File: src/rtl/sbrd_pkg.sv
package sbrd_pkg;
   // signed width wide enough for a disparity plus one sub-block imbalance
   localparam int RD_W = 5;
   typedef logic signed [RD_W-1:0] rd_t;
endpackage

File: src/rtl/sbrd_imbalance.sv
module sbrd_imbalance
   import sbrd_pkg::*;
#(
   parameter int W     = 6,
   parameter int LIMIT = 4
) (
   input  logic [W-1:0] bits,
   output rd_t          imb,
   output logic         legal
);
   rd_t ones;

   always_comb begin
      ones = '0;
      for (int i = 0; i < W; i++) begin
         ones = ones + rd_t'({1'b0, bits[i]});
      end
   end

   // ones - zeros = 2*ones - W
   assign imb   = (ones <<< 1) - rd_t'(W);
   assign legal = (imb <= rd_t'(LIMIT)) && (imb >= -rd_t'(LIMIT));
endmodule

File: config.mk
export PLATFORM = sky130hd
export DESIGN_NAME = sbrd_imbalance
export DESIGN_NICKNAME = d
export VERILOG_FILES = /design/src/rtl/sbrd_pkg.sv /design/src/rtl/sbrd_imbalance.sv
export SDC_FILE = /design/constraint.sdc
export NUM_CORES = 1
export LEC_CHECK = 0
export ABC_AREA = 1
export BUFFER_PORTS_ARGS = -buffer_cell sky130_fd_sc_hd__buf_2
export CAP_MARGIN = 20
export CORE_AREA = 2 2 39 41
export DETAILED_ROUTE_END_ITERATION = 7
export DIE_AREA = 0 0 41 43
export GPL_TIMING_DRIVEN = 0
export PLACE_DENSITY = 0.35
export SLEW_MARGIN = 20
export SYNTH_ARGS = -nofsm -noshare
export SYNTH_HDL_FRONTEND = slang
export SYNTH_SLANG_ARGS = --single-unit
File: constraint.sdc
create_clock -name vclk -period 3.2
set_clock_uncertainty 0.2 [all_clocks]
set_input_delay 0.16 -clock vclk [all_inputs]
set_output_delay 0.16 -clock vclk [all_outputs]
set_load 0.005 [all_outputs]
==> run_results.csv <==
group,metric,value,unit
grt,grt_start_max_net_pins,6,
worst_setup_path,end_kind,"primary output",
detailed_routing,drc,0,
layout,seq_cell_count,0,
floorplanning,fp.coreArea,1380,µm²
synth,postSynthCellCount,23,
sta,period_minus_slack,3020,ps
sta,setup_violations,0,
sta,clock.fmax,331,MHz
layout,drive_gt1_frac,0.412,
layout,clkbuf_count,0,
worst_setup_path,critPathKind,"input port to primary output",
worst_setup_path,crit_arrival,2660,ps
floorplanning,die-area,1760,µm²
detailed_routing,drt_iter0_drc,2,
worst_setup_path,required,2840,ps
floorplanning,initial_utilization,0.129,
cts,post_cts_buffers,0,
layout,fill_cells,154,
cts,hold_buffers,0,
detailed_routing,wl_met1,162,µm
worst_setup_path,critPathMaxFanout,5,
worst_setup_path,cp-start-kind,"input port",
power,total_power,0.000106,W
grt,grt_pass1_wl,434,µm
grt,grt_pass1_vias,114,
power,pwr_density_cell,416,nW/µm²
flow_run,drv_cap,0,
detailed_routing,top_layer,"met3",
grt,overflow,0,
power,p_leak,0.156,nW
detailed_routing,wire_per_inst,6.12,µm
detailed_routing,drt_wl_total,306,µm
layout,seq_area,0,µm²
sta,period_share,0.943,
placement,portBuffers,11,
sta,hold_viol,0,
sta,maxSlewViolCount,0,
sta,fin_setup_tns,0,ps
layout,fin_nets,48,
detailed_routing,dr.pass1.iters,3,
layout,layout_common_cells,"buf_2, inv_1, fa_1, ha_1, nand2_1",
synth,syn_avg_cell_area,7.78,µm²
detailed_routing,wl_met3,59,µm
cts,cts-resized-gates,0,
detailed_routing,vias,153,
detailed_routing,wl_met2,84,µm
synth,seq_area_frac_synth,0,
sta,rsz0062_at_grt,"no",
detailed_routing,via_per_inst,3.06,
floorplanning,die_h,43,µm
synth,syn_area,179,µm²
grt,antenna_found_initial,0,
synth,synthesis.nets,35,
floorplanning,rows,14,
synth,ys_warn_count,0,
floorplanning,pin_count,12,
placement,globalplace.congestion,0.610,
synth,yosysUniqueCellTypes,10,
floorplanning,dieWidth,41,µm
grt,grt_usage,0.0321,
layout,area_growth_syn_to_layout,42.0,%
layout,final_common_cell,"buf_2",
detailed_routing,ant_nets,0,
worst_hold_path,min_path_type,"input port to primary output",
run_status,outcome,"finished, final reports clean",
layout,num_antenna_cells,0,
power,peakVddDrop,0.277,mV
## critical path: stages
cell and delay, ps:
buf_2 110, fa_1 520, inv_1 50, fa_1 480, inv_1 40, ha_1 180
fa_1 540, ha_1 250, inv_1 50, nand2_1 50, a21oi_2 110, buf_2 120
## per-stage QoR
stage	area (µm²)	std cells	hold slack, ps	util	worst slack, ps
detailed placement	254	50	560	0.184	173
floorplan	179	23	338	-	488
global route	254	50	592	0.184	47.3
finish	254	50	558	0.184	182
CTS	254	50	564	0.184	166
global placement	254	50	566	0.184	141
## cell type report
class / instances / area, µm² / share of cell area
multi-input cells: 13 / 138 / 0.542
inverters: 9 / 33.8 / 0.133
well taps: 16 / 20.0 / 0.0788
plain buffers: 1 / 7.51 / 0.0296
repair buffers: 11 / 55.1 / 0.217
## report_power, final
group	internal [W]	switching, W
Combinational	0.0000528	0.0000528
Clock	0	0
Sequential	0	0
Total	0.0000528	0.0000528
## path summary, 6_finish.rpt
path  depth (start not counted)  startpoint      to  slack, ps
min                           4     bits[2]  imb[1]        560
max                          12     bits[0]   legal        180
## synthesized netlist by cell type
| library cell | instances | share of area |
|---|---|---|
| a21oi_1 | 1 | 0.028 |
| a21oi_2 | 1 | 0.049 |
| buf_4 | 1 | 0.042 |
| conb_1 | 1 | 0.021 |
| fa_1 | 3 | 0.34 |
| ha_1 | 3 | 0.21 |
| inv_1 | 9 | 0.19 |
| nand2_1 | 2 | 0.042 |
| nor2_2 | 1 | 0.035 |
| xnor2_1 | 1 | 0.049 |
## routing by layer
layer,up-vias,global-route usage
met5,-,0
met4,0,0
met3,0,0.00524
met2,11,0.0406
met1,59,0.0579
li1,83,-
## cells by family after synthesis
group	after synthesis	share of synthesized area
fa+ha+maj	6	0.545
simple gates	3	0.0770
buf+inv	10	0.231
other cells	1	0.0210
compound gates	2	0.0769
xor+xnor	1	0.0490
No activity file was read; power rests on OpenSTA's default activity.
